[config.mk]
export PLATFORM = sky130hd
export DESIGN_NAME = adc_reg_seq
export DESIGN_NICKNAME = d
export VERILOG_FILES = /design/src/rtl/adc_seq_pkg.sv /design/src/rtl/adc_seq_divcnt.sv /design/src/rtl/adc_seq_shifter.sv /design/src/rtl/adc_reg_seq.sv
export SDC_FILE = /design/constraint.sdc
export NUM_CORES = 1
export LEC_CHECK = 0
export CAP_MARGIN = 20
export CORE_ASPECT_RATIO = 1.75
export CORE_MARGIN = 2
export CORE_UTILIZATION = 38
export CTS_CLUSTER_DIAMETER = 150
export DETAILED_ROUTE_END_ITERATION = 6
export DONT_BUFFER_PORTS = 1
export MAX_ROUTING_LAYER = met4
export PLACE_DENSITY = 0.49
export SETUP_SLACK_MARGIN = 0.4
export SLEW_MARGIN = 30
export SYNTH_ARGS = -nofsm -noshare
export SYNTH_HDL_FRONTEND = slang
export SYNTH_SLANG_ARGS = --single-unit
[constraint.sdc]
create_clock -name clk -period 3 [get_ports clk]
set_input_delay 0.6 -clock clk [delete_from_list [all_inputs] [get_ports clk]]
set_output_delay 0.6 -clock clk [all_outputs]
set_load 0.02 [all_outputs]
[src/rtl/adc_seq_pkg.sv]
package adc_seq_pkg;

    localparam int REG_ADDR_W = 5;
    localparam int FRAME_W    = 24;
    localparam int BYTE_W     = 8;
    localparam int BITCNT_W   = $clog2(FRAME_W);

    typedef enum logic [1:0] {
        KIND_WR  = 2'd0,
        KIND_RD  = 2'd1,
        KIND_CMD = 2'd2,
        KIND_RSV = 2'd3
    } req_kind_e;

    typedef enum logic [1:0] {
        ST_IDLE  = 2'd0,
        ST_SHIFT = 2'd1,
        ST_HOLD  = 2'd2
    } seq_state_e;

    // Opcode for a one-byte control command
    function automatic logic [BYTE_W-1:0] cmd_opcode(input logic [2:0] sel);
        logic [BYTE_W-1:0] op;
        case (sel)
            3'd0:    op = 8'h02;
            3'd1:    op = 8'h04;
            3'd2:    op = 8'h06;
            3'd3:    op = 8'h08;
            3'd4:    op = 8'h0A;
            3'd5:    op = 8'h10;
            3'd6:    op = 8'h11;
            default: op = 8'h12;
        endcase
        return op;
    endfunction

    // Frame image, left aligned: the first bit to send is bit FRAME_W-1
    function automatic logic [FRAME_W-1:0] build_frame(
        input req_kind_e             kind,
        input logic [2:0]            sel,
        input logic [REG_ADDR_W-1:0] addr,
        input logic [BYTE_W-1:0]     wdata
    );
        logic [BYTE_W-1:0] a8;
        a8 = {{(BYTE_W-REG_ADDR_W){1'b0}}, addr};
        case (kind)
            KIND_WR:  return {8'h40 | a8, 8'h00, wdata};
            KIND_RD:  return {8'h20 | a8, 8'h00, 8'h00};
            KIND_CMD: return {cmd_opcode(sel), 16'h0000};
            default:  return '0;
        endcase
    endfunction

endpackage

[src/rtl/adc_seq_divcnt.sv]
module adc_seq_divcnt #(
    parameter int LIMIT = 31
) (
    input  logic clk,
    input  logic rst_n,
    input  logic en,
    output logic hit
);
    localparam int CW = (LIMIT > 1) ? $clog2(LIMIT) : 1;

    logic [CW-1:0] cnt_d, cnt_q;

    always_comb begin
        hit   = en && (cnt_q == CW'(LIMIT - 1));
        cnt_d = cnt_q;
        if (!en || hit) cnt_d = '0;
        else            cnt_d = cnt_q + 1'b1;
    end

    always_ff @(posedge clk or negedge rst_n) begin
        if (!rst_n) cnt_q <= '0;
        else        cnt_q <= cnt_d;
    end

    generate
        if (LIMIT > 1) begin : g_chk
            // a pacing interval is never shorter than LIMIT cycles
            p_no_back_to_back_r5: assert property (@(posedge clk) disable iff (!rst_n)
                hit |=> !hit);
        end
    endgenerate

endmodule

[src/rtl/adc_seq_shifter.sv]
module adc_seq_shifter
    import adc_seq_pkg::*;
(
    input  logic               clk,
    input  logic               rst_n,
    input  logic               load,
    input  logic [FRAME_W-1:0] load_word,
    input  logic               rise,
    input  logic               fall,
    input  logic               miso,
    output logic               tx_msb,
    output logic [BYTE_W-1:0]  rx_byte
);
    typedef struct packed {
        logic [FRAME_W-1:0] tx;
        logic [BYTE_W-1:0]  rx;
    } shf_t;

    shf_t d, q;

    always_comb begin
        d = q;
        if (load)      d.tx = load_word;
        else if (rise) d.tx = {q.tx[FRAME_W-2:0], 1'b0};
        if (fall)      d.rx = {q.rx[BYTE_W-2:0], miso};
    end

    always_ff @(posedge clk or negedge rst_n) begin
        if (!rst_n) q <= '0;
        else        q <= d;
    end

    assign tx_msb  = q.tx[FRAME_W-1];
    assign rx_byte = q.rx;

    // incoming data only moves on a falling-edge strobe
    p_rx_on_fall_r4: assert property (@(posedge clk) disable iff (!rst_n)
        !fall |=> $stable(q.rx));

endmodule

[src/rtl/adc_reg_seq.sv]
module adc_reg_seq
    import adc_seq_pkg::*;
#(
    parameter int CLK_HZ     = 125_000_000,
    parameter int SCLK_HALF  = 31,
    parameter int HOLD_NS    = 2000,
    parameter int MAX_ADDR   = 25
) (
    input  logic        clk,
    input  logic        rst_n,
    input  logic        req_valid,
    input  logic [1:0]  req_kind,
    input  logic [2:0]  req_cmd,
    input  logic [4:0]  req_addr,
    input  logic [7:0]  req_wdata,
    output logic        busy,
    output logic        done,
    output logic [7:0]  rdata,
    output logic        sclk,
    output logic        mosi,
    output logic        cs_n,
    input  logic        miso
);
    localparam longint HOLD_L   = (longint'(CLK_HZ) * longint'(HOLD_NS) + 64'd999_999_999)
                                  / 64'd1_000_000_000;
    localparam int     HOLD_CYC = (HOLD_L < 1) ? 1 : int'(HOLD_L);
    localparam logic [BITCNT_W-1:0] LAST_REG = BITCNT_W'(FRAME_W - 1);
    localparam logic [BITCNT_W-1:0] LAST_CMD = BITCNT_W'(BYTE_W - 1);

    typedef struct packed {
        seq_state_e          state;
        req_kind_e           kind;
        logic                sclk;
        logic                mosi;
        logic                cs_n;
        logic                done;
        logic [BYTE_W-1:0]   rdata;
        logic [BITCNT_W-1:0] nbits;
        logic [BITCNT_W-1:0] last;
    } seq_t;

    localparam seq_t SEQ_RST = '{
        state: ST_IDLE, kind: KIND_WR, sclk: 1'b0, mosi: 1'b0, cs_n: 1'b1,
        done: 1'b0, rdata: '0, nbits: '0, last: '0
    };

    seq_t d, q;

    logic               half_hit, hold_hit;
    logic               rise, fall, load;
    logic [FRAME_W-1:0] load_word;
    logic               tx_msb;
    logic [BYTE_W-1:0]  rx_byte;
    logic               req_ok;
    req_kind_e          kind_in;

    adc_seq_divcnt #(.LIMIT(SCLK_HALF)) u_half (
        .clk (clk), .rst_n (rst_n), .en (q.state == ST_SHIFT), .hit (half_hit)
    );

    adc_seq_divcnt #(.LIMIT(HOLD_CYC)) u_hold (
        .clk (clk), .rst_n (rst_n), .en (q.state == ST_HOLD), .hit (hold_hit)
    );

    adc_seq_shifter u_shf (
        .clk (clk), .rst_n (rst_n), .load (load), .load_word (load_word),
        .rise (rise), .fall (fall), .miso (miso),
        .tx_msb (tx_msb), .rx_byte (rx_byte)
    );

    always_comb begin
        kind_in = req_kind_e'(req_kind);
        req_ok  = (kind_in == KIND_CMD) ||
                  (((kind_in == KIND_WR) || (kind_in == KIND_RD)) &&
                   (int'(req_addr) <= MAX_ADDR));
    end

    always_comb begin
        d         = q;
        d.done    = 1'b0;
        rise      = 1'b0;
        fall      = 1'b0;
        load      = 1'b0;
        load_word = '0;
        case (q.state)
            ST_IDLE: begin
                if (req_valid && req_ok) begin
                    d.state   = ST_SHIFT;
                    d.kind    = kind_in;
                    d.cs_n    = 1'b0;
                    d.sclk    = 1'b0;
                    d.nbits   = '0;
                    d.last    = (kind_in == KIND_CMD) ? LAST_CMD : LAST_REG;
                    load      = 1'b1;
                    load_word = build_frame(kind_in, req_cmd, req_addr, req_wdata);
                end
            end
            ST_SHIFT: begin
                if (half_hit) begin
                    if (!q.sclk) begin
                        d.sclk = 1'b1;
                        d.mosi = tx_msb;
                        rise   = 1'b1;
                    end else begin
                        d.sclk = 1'b0;
                        fall   = 1'b1;
                        if (q.nbits == q.last) d.state = ST_HOLD;
                        else                   d.nbits = q.nbits + 1'b1;
                    end
                end
            end
            ST_HOLD: begin
                if (hold_hit) begin
                    d.state = ST_IDLE;
                    d.cs_n  = 1'b1;
                    d.done  = 1'b1;
                    if (q.kind == KIND_RD) d.rdata = rx_byte;
                end
            end
            default: d = SEQ_RST;
        endcase
    end

    always_ff @(posedge clk or negedge rst_n) begin
        if (!rst_n) q <= SEQ_RST;
        else        q <= d;
    end

    assign busy  = (q.state != ST_IDLE);
    assign done  = q.done;
    assign rdata = q.rdata;
    assign sclk  = q.sclk;
    assign mosi  = q.mosi;
    assign cs_n  = q.cs_n;

    // chip select is released whenever the engine is idle
    p_idle_cs_high_r6: assert property (@(posedge clk) disable iff (!rst_n)
        !busy |-> cs_n);
    // clock parks low outside a frame
    p_sclk_parks_low_r4: assert property (@(posedge clk) disable iff (!rst_n)
        cs_n |-> !sclk);
    // data out only moves with a rising clock edge
    p_mosi_on_rise_r4: assert property (@(posedge clk) disable iff (!rst_n)
        !$stable(mosi) |-> $rose(sclk));
    // completion is a single-cycle pulse
    p_done_single_r7: assert property (@(posedge clk) disable iff (!rst_n)
        done |=> !done);
    // completion coincides with release of chip select
    p_done_with_cs_r7: assert property (@(posedge clk) disable iff (!rst_n)
        done |-> (cs_n && $past(!cs_n)));
    // read value only moves on completion
    p_rdata_on_done_r2: assert property (@(posedge clk) disable iff (!rst_n)
        !done |-> $stable(rdata));
    // frame kind does not change while busy
    p_kind_locked_r8: assert property (@(posedge clk) disable iff (!rst_n)
        (busy && $past(busy)) |-> $stable(q.kind));
    // command frames finish after one byte
    p_cmd_len_r3: assert property (@(posedge clk) disable iff (!rst_n)
        (q.state == ST_HOLD && q.kind == KIND_CMD) |-> (q.nbits == LAST_CMD));

endmodule

Word-level counts from Yosys, hierarchy flattened
Index checks and enable logic that the tools add are counted.
Widths: inputs -> output; s select.
{"block": "totals", "memories": 0, "latchBits": 0, "ff_bits": 71, "mem_bits_rw": 0, "mem_bits_ro": 0, "elab_cells": 108, "out_inout_bits": 13}
{"block": "classes", "reduce_logical": 25, "order_cmp": 1, "bitwise": 5, "n_shift": 0, "div_mod_pow": 0, "eq_ne": 22, "multipliers": 0, "addsub": 3, "mux": 39}
{"operator": "$mux 24", "n": 4}
{"operator": "$pmux 24 s3", "n": 1}
{"operator": "$pmux 5 s7", "n": 1}
{"operator": "$mux 5", "n": 6}
{"operator": "$mux 10", "n": 2}
{"operator": "$pmux 9 s2", "n": 1}
{"operator": "$mux 8", "n": 2}
{"operator": "$ne 2x2->1 const B", "n": 8}
{"operator": "$pmux 5 s3", "n": 1}
{"operator": "$reduce_and 3->1", "n": 4}
{"operator": "$add 5x1->5 const B", "n": 2}
{"operator": "$mux 1", "n": 10}
{"operator": "$mux 2", "n": 5}
{"operator": "$pmux 5 s2", "n": 1}
{"operator": "$reduce_and 5->1", "n": 2}
{"operator": "$eq 3x3->1 const B", "n": 3}
{"operator": "$add 8x1->8 const B", "n": 1}
{"operator": "$eq 8x8->1 const B", "n": 1}
{"operator": "$eq 2x1->1 const B", "n": 3}
{"operator": "$eq 3x2->1 const B", "n": 2}
{"operator": "$pmux 1 s3", "n": 2}
{"operator": "$pmux 2 s3", "n": 1}
{"operator": "$reduce_or 2->1", "n": 3}
{"operator": "$eq 5x5->1", "n": 1}
{"operator": "14 further kinds", "n": 28}

Longest topological paths before layout
Gate-level depths: netlist of the first run.
{"block": "depth", "ltp_word": 8, "depth_mapped": 8, "ltp_nobuf": 6}

By module
From an unflattened synthesis of the first run, not the netlist that was laid out.
{"block": "hier_totals", "cells_unflattened": 368, "hier_area_um2": 3594.7}
{"mod": "adc_seq_shifter", "instances": 1, "area_per_inst_um2": 1480.2, "cells_each": 129}
{"mod": "adc_reg_seq", "instances": 1, "area_per_inst_um2": 1445.1, "cells_each": 173}
{"mod": "adc_seq_divcnt (u_hold)", "instances": 1, "area_per_inst_um2": 442.9, "cells_each": 44}
{"mod": "adc_seq_divcnt (u_half)", "instances": 1, "area_per_inst_um2": 226.5, "cells_each": 22}

Least setup slack after synthesis of the first run
Ideal clock, no wire load.
{"block": "synth_timing", "kind": "register to register", "startpoint": "register q[24] (netlist name)", "endpoint": "register q[5] (netlist name)", "setup_time_ps": 87, "t_required_ps": 2913, "path_buffers": 1, "setup_slack_ps": 902, "stages_incl_launch_ff": 8, "period_less_slack_ps": 2098, "t_arrival_ps": 2012, "path_cell_list": "dfrtp_1 inv_1 ha_1 clkbuf_1 inv_1 o221ai_1 or4b_1 o211ai_1"}
{"block": "synth_between", "elab_chain_len": 4}
{"element": "start: declaration", "line_no": "adc_reg_seq.sv:47", "rtl": "seq_t d, q;"}
{"element": "start signal: assignment", "line_no": "adc_reg_seq.sv:125", "rtl": "if (!rst_n) q <= SEQ_RST;"}
{"element": "start signal: assignment", "line_no": "adc_reg_seq.sv:126", "rtl": "else q <= d;"}
{"element": "$eq 2x1->1", "line_no": "adc_reg_seq.sv:58, adc_reg_seq.sv:85"}
{"element": "$logic_and 1x1->1", "line_no": "adc_seq_divcnt.sv:14", "rtl": "hit = en && (cnt_q == CW'(LIMIT - 1));"}
{"element": "$ne 2x2->1 (no line)"}
{"element": "$reduce_and 5->1 (no line)"}
Several ways; a longest one is shown, not always the timed one.
A chain may end at the register's enable or synchronous reset.

Final worst setup path of the first run
Same ends and word-level chain as after synthesis.

==> run_results.csv, run 1 <==
group,metric,value,unit
run_status,status,"complete, no violations",
critical_path,arrival,2.61,ns
critical_path,critical_path_class,"register to register",
job,maxCapViolCount,0,
routing,drc,0,
finish,final_area,3890,sq um
routing,routedWlPerCell,16.0,um
timing,relSlewSlack,0.513,
die,die_width,75.9,um
routing,finalWirelength,7.52,mm
hold_path,hp-class,"primary input to async pin",
place,place_area,3510,sq um
global_route,track_usage,0.171,
critical_path,cp_max_fo,17,
timing,post-route-period-util,0.789,
timing,rsz0062_at_grt,"false",
die,die-area,9860,sq um
critical_path,crit_chain,"inv_1, ha_1, inv_1, o221ai_1, buf_4, or4b_1, o211ai_1",
power,total_power,3.31,mW
routing,drt_iter0_markers,96,
clock_network,cts_sinks,68,
die,start_util,0.386,
synthesis,synth_edf_count,0,
global_route,overflow,0,
critical_path,crit_slowest_cell,"or4b_1",
clock_network,cts_made_buffers,9,
critical_path,crit_start,"q[24]$_DFFE_PN0P_",
synthesis,synth.avg_cell_area,9.83,sq um
synthesis,synth.distinct_cells,50,
critical_path,worstPathRequired,3.25,ns
finish,area_delta_synth_final,13.1,%
timing,max_freq,0.423,GHz
critical_path,cp_num_buf_inv,3,
synthesis,ys.warnings.count,0,
timing,hold_viol,0,
clock_network,h-tree-depth,3,
timing,setup_violations,0,
die,coreArea,8920,sq um
power,leakagePower,1.68,nW
place,dp_cells,452,
place,io_buffers,0,
die,io_pins,35,
critical_path,cpMostUsedCell,"inv_1",
die,fp.dieH,130,um
clock_network,cts_max_path_buffers,2,
critical_path,reg2reg_from,"q[24]$_DFFE_PN0P_",
power,vdd_ir_drop_max,0.000510,V
timing,setup_tns,0,ns
global_route,grt_max_degree,68,
finish,final_layout_size_suffix_gt1_frac,0.103,
routing,num_vias,2525,
clock_network,cts_tree,"done",
die,rows,46,
clock_network,insertion_delay,0.33,ns
critical_path,start_kind,"register",
finish,finalNetCount,375,
timing,worstMarginPinSlew,0.731,ns
timing,final.min_clock_period,2.37,ns
timing,maxSlewViolCount,0,
clock_network,clkTransAtPathRegs,0.06,ns
clock_network,cts_setup_buffers,0,
routing,via_per_inst,5.38,
global_route,antenna_found_initial,0,
critical_path,path_delay_family,"buffers and inverters",
synthesis,synth_ff_type,"dfrtp_1",
timing,hold_ws,0.109,ns
finish,multi_input_area,1550,sq um
finish,final-instance-count-excl-fill,469,
synthesis,async_reset_ff_frac,1.00,
critical_path,end_kind,"register",
synthesis,synth_nets,381,
routing,drtAntennaViolNets,0,
routing,dr.pass1.iters,4,
global_route,grt_pass1_vias,2627,
finish,diodes,0,
synthesis,netlist_area,3440,sq um
finish,seq_area,1700,sq um
synthesis,ys_seq_elements,68,
synthesis,synth_seq_area_share,0.495,
finish,nFillCells,881,
global_route,grt_pass1_wl,13.0,mm
power,power.density,850,nW/um^2
place,post-dp-hpwl,5.28,mm
synthesis,syn-instance-count,350,
clock_network,cts-root-buf,"clkbuf_16",
critical_path,max_stage_delay,0.53,ns
timing,finClkSkew,0.00585,ns
place,place_congestion,0.805,
-- kinds of logic (layout without fill, tap and decap cells) --
kind of cell               Yosys count  count (layout)  share of synthesized area
AOI/OAI and AO/OA                   82              82                      0.164
xor gates and xnor gates            10              10                     0.0255
adders and majority gates            9               9                     0.0327
buffers and inverters               42              41                     0.0549
DFF                                 68              68                      0.495
muxes                               19              19                     0.0586
and+or+nand+nor                    120             120                      0.170
-- state kept, by name (all words and copies together), names as in the netlist --
register and flops:
u_shf.tx_msb 1, cs_n 1, q 11, sclk 1, u_shf.rx_byte 8, mosi 1, u_half.cnt_q 5, u_shf.q 23
rdata 8, u_hold.cnt_q 8, done 1
-- stage by stage --
stage / setup slack [ns] / util
2_1_floorplan: 0.902 / -
3_3_place_gp: 0.713 / 0.393
3_5_place_dp: 0.655 / 0.393
4_1_cts: 0.640 / 0.436
5_1_grt: 0.524 / 0.436
6_report: 0.634 / 0.436
-- layout make-up --
class                      instances  share of cell area
sequential                        68               0.438
multi-input combinational        240               0.398
clock buffer                      12              0.0660
tap                              120              0.0386
clock inverter                     4              0.0245
inverter                          19              0.0183
timing repair buffer               6              0.0167
-- layout by cell type (no fill, tap or decap), types with 5 or more instances in the layout --
cell type  instances
dfrtp_1           67
nand2_1           52
o21ai_0           24
inv_1             19
nor2_1            17
nand3_1           12
a21oi_1           12
mux2i_1           10
o211ai_1          10
mux2_2             9
ha_1               9
clkbuf_16          9
a2bb2oi_1          8
nand2b_1           6
or3_1              5
xor2_1             5
xnor2_1            5
nand4_1            5
or4_1              5
buf_4              5
-- Yosys cell counts (2+ instances only) --
library cell / count / area, sq um
a31oi_1: 4 / 25.0
o21ai_0: 24 / 120
buf_4: 8 / 60.1
a21o_1: 4 / 30.0
nor2_1: 17 / 63.8
a211oi_1: 2 / 15.0
nand2_1: 52 / 195
o2111a_1: 2 / 22.5
inv_1: 19 / 71.3
mux2_2: 9 / 101
mux2i_1: 10 / 100
nor3_1: 3 / 15.0
a22o_1: 2 / 17.5
a21oi_1: 12 / 60.1
o211ai_1: 10 / 75.1
o21a_1: 2 / 15.0
xnor2_1: 5 / 43.8
a2bb2oi_1: 8 / 70.1
nor4_1: 3 / 18.8
dfrtp_1: 67 / 1680
or3_1: 5 / 31.3
or4_1: 5 / 37.5
xor2_1: 5 / 43.8
nand2b_1: 6 / 37.5
or2_2: 2 / 12.5
nand4_1: 5 / 31.3
and3_1: 3 / 18.8
nand3_1: 12 / 60.1
clkbuf_1: 14 / 52.6
o22a_1: 2 / 17.5
ha_1: 9 / 113
-- what timing repair did --
item	CTS	global route
hold buffers	1	0
resized for setup	0	0
endpoints found under the hold margin	67	0
-- final timing paths --
kind                                             end  slack [ns]  cells past startpoint
setup / recovery                    q[5]$_DFFE_PN0P_        0.63                      7
min in group clk              u_shf.q[8]$_DFFE_PN0P_        0.40                      1
max in group asynchronous  u_half.cnt_q[1]$_DFF_PN0_        2.57                      1
hold / removal                      cs_n$_DFFE_PN1P_        0.11                      0
setup reg to reg                    q[5]$_DFFE_PN0P_        0.63                      7
hold reg to reg            u_half.cnt_q[0]$_DFF_PN0_        0.49                      1
-- metal layers --
metal	track usage	up-vias	wire length, um
li1	-	1231	-
met1	0.183	1239	3070
met2	0.304	43	4000
met3	0.0456	12	311
met4	0.0695	0	143
met5	-	-	0
-- where the power goes --
group	switching [mW]	leakage, nW	internal (mW)
combinational	0.421	0.608	0.344
sequential	0.193	0.897	1.12
clock	0.378	0.173	0.856
No activity file was read; power rests on OpenSTA's default activity.
==> inputs of run 2 (changes only) <==
PLACE_DENSITY = 0.51   (was 0.49)
clock period = 2 ns   (was 3 ns; I/O delays follow)
==> run 2 against run 1 <==
- the run now ends with negative hold slack left
- critical path type unchanged
- sequential share of layout area down 8.4 points
- design area up 24%
- clock-buffer cell count unchanged
- worst setup slack worse by 0.49 ns
- core utilization up 10 points
- first-iteration DRC count up 18%
- clock skew down 0.0028 ns
- cell count up 13%
- sequential cell count unchanged
==> run_results.csv, run 2 (synthesis results as in run 1) <==
group,metric,value,unit
critical_path,worstPathRequired,2.24,ns
finish,finalNetCount,436,
run_status,violations,"negative hold slack",
die,die-area,9860,sq um
routing,drc,0,
finish,diodes,0,
global_route,antenna_found_initial,0,
clock_network,clkTransAtPathRegs,0.05,ns
timing,finClkSkew,0.00302,ns
routing,dr.pass1.iters,4,
clock_network,cts_max_path_buffers,2,
global_route,overflow,0,
timing,maxSlewViolCount,0,
routing,via_per_inst,5.26,
critical_path,cp_max_fo,4,
clock_network,insertion_delay,0.33,ns
critical_path,arrival,2.10,ns
timing,setup_violations,0,
routing,drtAntennaViolNets,0,
routing,num_vias,2789,
timing,max_freq,0.540,GHz
job,maxCapViolCount,0,
critical_path,r2r_setup_slack,0.15,ns
finish,final_layout_size_suffix_gt1_frac,0.402,
timing,setup_tns,0,ns
place,place_area,3730,sq um
timing,hold_ws,-0.238,ns
global_route,track_usage,0.181,
routing,routedWlPerCell,16.3,um
die,fp.dieH,130,um
critical_path,end_kind,"register",
timing,hold_viol,68,
timing,rsz0062_at_grt,"true",
power,leakagePower,2.04,nW
finish,largest_reg_flops,23,
clock_network,cts_tree,"done",
timing,fin_ws,0.147,ns
timing,final.min_clock_period,1.85,ns
power,power.density,1200,nW/um^2
critical_path,critical_path_class,"register to register",
place,place_congestion,0.816,
finish,largest_register,"u_shf.q",
clock_network,h-tree-depth,3,
finish,layout_common_cells,"dfrtp_1 (67), buf_4 (40), nand2_1 (39)",
finish,final-instance-count-excl-fill,530,
finish,nFillCells,790,
power,vdd_ir_drop_max,0.000661,V
finish,area_delta_synth_final,40.0,%
finish,final_area,4820,sq um
finish,fin_util,0.540,
timing,relSlewSlack,0.712,
hold_path,hp-class,"primary input to async pin",
die,die_width,75.9,um
finish,reg.largest.list,"u_shf.q (23), q (11)",
place,post-dp-hpwl,5.56,mm
run_status,status,"finished, violations left",
critical_path,reg2reg_to,"q[24]$_DFFE_PN0P_",
die,start_util,0.386,
critical_path,worstRegToRegCells,6,
finish,seq_area,1700,sq um
clock_network,cts-root-buf,"clkbuf_16",
global_route,grt_pass1_vias,2826,
finish,final_common_cell,"dfrtp_1",
routing,finalWirelength,8.65,mm
global_route,grt_pass1_wl,13.6,mm
place,pre_cts_slack,0.0309,ns
die,io_pins,35,
place,io_buffers,0,
clock_network,cts_sinks,68,
finish,multi_input_area,1980,sq um
routing,drt_iter0_markers,113,
die,rows,46,
die,coreArea,8920,sq um
timing,post-route-period-util,0.927,
critical_path,start_kind,"register",
global_route,grt_max_degree,69,
clock_network,cts_made_buffers,9,
place,dp_cells,474,
timing,worstMarginPinSlew,0.431,ns
critical_path,reg2reg_from,"u_hold.cnt_q[0]$_DFF_PN0_",
-- run 2: changes by cell type in the layout (fill, tap and decap cells not counted), moves of 9 or more --
cell,before,now
nand2_1,52,39
o21ai_0,24,14
nor2_1,17,8
buf_6,0,23
nand2_2,0,11
buf_4,5,40
-- run 2: layout make-up --
cell class,instances,share of cell area
flip-flops and latches,68,0.354
multi-input cells,243,0.410
well taps,120,0.0312
repair buffers,64,0.119
inverters,19,0.0158
clock inverters,4,0.0145
clock buffers,12,0.0553
-- run 2: metrics by stage --
stage | hold WS [ns] | power, mW
final | -0.238 | 5.78
after global routing | -0.262 | 6.11
after CTS | -0.253 | 5.47
after detailed placement | 0.106 | 3.35
after global placement | 0.106 | 3.34
after floorplan | 0.104 | 2.90
-- run 2: metal layers --
metal  global-route usage  up-vias  wire length, um
met5                    -        -                0
met4               0.0834        0              208
met3               0.0450       13              264
met2                0.336       43             4970
met1                0.178     1375             3200
li1                     -     1358                -
-- run 2: report_power, final --
| group | total [mW] | switching, mW | internal [mW] |
|---|---|---|---|
| Clock | 1.75 | 0.564 | 1.19 |
| Sequential | 1.94 | 0.263 | 1.68 |
| Combinational | 2.09 | 0.976 | 1.12 |
-- run 2: timing repair --
| item | CTS | global route |
|---|---|---|
| endpoints found under the setup margin | 51 | 58 |
| pin swaps | 21 | 29 |
| setup buffers | 18 | 18 |
| hold endpoints to repair | 68 | 68 |
| gates resized for setup | 36 | 83 |
| gates cloned | 2 | 2 |
-- run 2: critical path, stage by stage, from the launching register on --
cell,delay (ns)
dfrtp_1,0.41
ha_2,0.21
nand4b_1,0.21
o21a_1,0.29
buf_6,0.14
or3_4,0.32
o211ai_1,0.19
-- run 2: worst max path at each step --
stage / from / endpoint / slack [ns] / depth (start not counted)
detailed placement: q[24]$_DFFE_PN0P_ / q[6]$_DFFE_PN0P_ / 0.03 / 6
CTS: q[6]$_DFFE_PN0P_ / q[25]$_DFFE_PN0P_ / 0.16 / 4
global route: u_hold.cnt_q[1]$_DFF_PN0_ / q[24]$_DFFE_PN0P_ / 0.09 / 7
floorplan: q[6]$_DFFE_PN0P_ / q[25]$_DFFE_PN0P_ / 0.14 / 4
global placement: q[24]$_DFFE_PN0P_ / q[25]$_DFFE_PN0P_ / 0.09 / 7
finish: u_hold.cnt_q[0]$_DFF_PN0_ / q[24]$_DFFE_PN0P_ / 0.15 / 6
